### src/rtl/quad_frame_matcher.sv
module quad_frame_matcher (
  input  logic clk,
  input  logic rst,
  input  logic bit_in,
  output logic hit
);

  typedef enum logic [2:0] {
    ST_START,
    ST_LEAD0,
    ST_LEAD1,
    ST_PAIR_OK,
    ST_TRIO_OK,
    ST_LOST2,
    ST_LOST3
  } fstate_t;

  fstate_t cur, nxt;

  always_comb begin
    nxt = ST_START;
    case (cur)
      ST_START:   nxt = bit_in ? ST_LEAD1 : ST_LEAD0;
      ST_LEAD0:   nxt = bit_in ? ST_PAIR_OK : ST_LOST2;
      ST_LEAD1:   nxt = bit_in ? ST_LOST2 : ST_PAIR_OK;
      ST_PAIR_OK: nxt = bit_in ? ST_LOST3 : ST_TRIO_OK;
      ST_LOST2:   nxt = ST_LOST3;
      ST_TRIO_OK: nxt = ST_START;
      ST_LOST3:   nxt = ST_START;
      default:    nxt = ST_START;
    endcase
  end

  always_ff @(posedge clk) begin
    if (rst) cur <= ST_START;
    else     cur <= nxt;
  end

  assign hit = !rst && (cur == ST_TRIO_OK) && bit_in;

endmodule

### config.mk
export PLATFORM = sky130hd
export DESIGN_NAME = quad_frame_matcher
export DESIGN_NICKNAME = d
export VERILOG_FILES = /design/src/rtl/quad_frame_matcher.sv
export SDC_FILE = /design/constraint.sdc
export NUM_CORES = 1
export LEC_CHECK = 0
export ABC_AREA = 1
export BUFFER_PORTS_ARGS = -buffer_cell sky130_fd_sc_hd__buf_2
export CORE_AREA = 2 2 39 41
export DETAILED_ROUTE_END_ITERATION = 10
export DIE_AREA = 0 0 41 43
export PLACE_DENSITY = 0.31
export SKIP_CTS_REPAIR_TIMING = 1
export SLEW_MARGIN = 30
export SYNTH_ARGS = -nofsm -noshare
export SYNTH_HDL_FRONTEND = slang
export SYNTH_SLANG_ARGS = --single-unit
### constraint.sdc
create_clock -name clk -period 0.9 [get_ports clk]
set_input_delay 0 -clock clk [delete_from_list [all_inputs] [get_ports clk]]
set_output_delay 0 -clock clk [all_outputs]
set_load 0.005 [all_outputs]
==> metrics.yaml <==
status:
  status: "finished, violations left"
  failed_checks: "setup timing"
timing:
  setup-violations-final: 1
  slew-limit-headroom: 0.9120
  fmax_mhz: 1109
  post-route-period-util: 1.002
  fin_ws_ps: -1.528
  hold_viol_final: 0
  skew_ps: 2.316
  fin_crit_ps: 901.5
  final_max_slew_viol_count: 0
  worst_pin_slew_ps: 131.2
  rsz0062_at_grt: "yes"
power_and_ir_drop:
  peakVddDrop_v: 0.0004758
  power.leakage_nw: 0.1205
  power_w: 0.0007855
  p_per_area_mw_per_mm2: 3108
synthesis:
  synth.most_common_cell: "nor2_1"
  synth-edff-count: 0
  synth_top_area_cell: "dfxtp_1"
  ys.flop_type: "dfxtp_1"
  yosysSeqAreaShare: 0.3664
  syn_nets: 30
  yosysTopAreaCellShare: 0.3664
  syn-instance-count: 27
  avgSynthCellArea_um2: 6.071
  synth_area_leaders: "dfxtp_1 (37%), nor2_1 (16%), nand2_1 (14%), inv_1 (6.9%), nand3_1 (6.1%)"
  yosysWarningCount: 0
  synth_area_um2: 163.9
  synth_commonest_cells: "nor2_1 (7), nand2_1 (6), dfxtp_1 (3), inv_1 (3)"
  synth-seq-cells: 3
  async_flop_share: 0
  yosys.cell_types.count: 10
route:
  wl_um: 327
  dr.pass1.iters: 2
  wl_per_cell_um: 6.288
  drt_iter0_drc: 1
  avgViaCountPerCell: 3.462
  ant_nets: 0
  vias: 180
  remaining_drc_errors: 0
critical_path:
  cp_data_arrival_time_ps: 900
  critPathRequiredTime_ps: 900
  crit_type: "flip-flop to output port"
  crit_fanout: 4
  cp-start-kind: "flip-flop"
  end_kind: "output port"
floorplanning:
  die_h_um: 43
  initial_core_util: 0.1184
  fp.dieW_um: 41
  std_cell_rows: 14
  coreArea_mm2: 0.001384
  die_area_mm2: 0.001763
  ioPinCount: 4
layout:
  finalInstanceArea_um2: 252.7
  drive_gt1_frac: 0.4722
  nets: 40
  antenna_cells: 0
  seqCellArea_um2: 62.56
  top_register: "cur"
  largest_reg_flops: 3
  fill_cells: 160
  top_regs: "cur (3)"
  multi_input_area_um2: 98.84
  area_growth_pct: 54.20
clocking:
  clock_latency_ps: 230
  cts-buffers-inserted: 3
  cts-root-buf: "clkbuf_4"
  cts_buffer_depth: 2
  cts_tree: "built"
  ctsHtreeMaxLevel: 1
  cts_num_sinks: 3
  cts.reportedPaths.clkPinSlew_ps: 40
global_routing:
  antenna_found_initial: 0
  first_global_vias: 150
  grt_pass1_wl_um: 531
  grtUsageTotal: 0.05015
  grt_max_degree: 6
  overflow: 0
place:
  port-buffer-count: 3
  gp_congestion: 0.5934
  place_ws_ps: 144.3
  dpl-instance-area_um2: 198.9
flow_run:
  drv_cap: 0
min_path:
  hp-class: "input port to flip-flop"
[layer usage]
| metal | wire (um) | vias up | global-route usage |
|---|---|---|---|
| li1 | - | 102 | - |
| met1 | 151 | 75 | 0.06090 |
| met2 | 143 | 3 | 0.05000 |
| met3 | 31 | 0 | 0.03141 |
| met4 | 0 | 0 | 0.06000 |
| met5 | 0 | - | 0 |
[critical path, stage by stage, from the launching register on]
cell and delay [ps]:
dfxtp_1 310, inv_2 80, nand3_2 80, nor3_2 90
buf_2 130
[power by group]
group / switching (W) / internal (W) / total [W]
clock network: 0.0000665 / 0.000166 / 0.000232
registers: 0.0000489 / 0.000200 / 0.000249
logic: 0.000166 / 0.000138 / 0.000304
total: 0.000281 / 0.000504 / 0.000786
[cells in the final DEF (no fill, tap or decap)]
cell type  instances
o21ai_1            2
nor3_2             1
clkbuf_1           1
nand2_1            6
nand3_1            1
clkbuf_4           3
nor2_1             7
nor2_2             1
buf_4              2
dfxtp_1            1
buf_2              3
inv_2              3
a21oi_2            1
inv_1              1
nand3_2            1
dfxtp_2            2
[layout make-up]
type | instances | area share
tap | 16 | 0.07921
clock buffer | 4 | 0.1040
multi-input combinational | 20 | 0.3911
inverter | 4 | 0.05941
sequential | 3 | 0.2475
timing repair buffer | 5 | 0.1188
[cell families after synthesis]
group,after synthesis,synth area share
and+or+nand+nor,17,0.4275
DFF,3,0.3664
buffers and inverters,4,0.09158
AOI/OAI and AO/OA,3,0.1145
[path summary, 6_finish.rpt]
check,startpoint,to,slack (ps),cells past startpoint
worst max register to register,cur[0]$_SDFF_PP0_,cur[1]$_SDFF_PP0_,100,5
worst max-delay path,cur[0]$_SDFF_PP0_,hit,-2,4
worst min-delay path,rst,cur[1]$_SDFF_PP0_,110,4
worst min register to register,cur[1]$_SDFF_PP0_,cur[0]$_SDFF_PP0_,500,2
[per-stage QoR]
| step | std cells | hold WS (ps) | TNS [ps] | utilization |
|---|---|---|---|---|
| after floorplan | 27 | 34.20 | 0 | - |
| after detailed placement | 46 | 276.9 | 0 | 0.1438 |
| final | 52 | 108.4 | -1.528 | 0.1826 |
| after global routing | 52 | 117.3 | -50.74 | 0.1826 |
| after CTS | 50 | 90.25 | -110.6 | 0.1627 |
| after global placement | 46 | 272.6 | 0 | 0.1438 |
No activity file was read; power rests on OpenSTA's default activity.
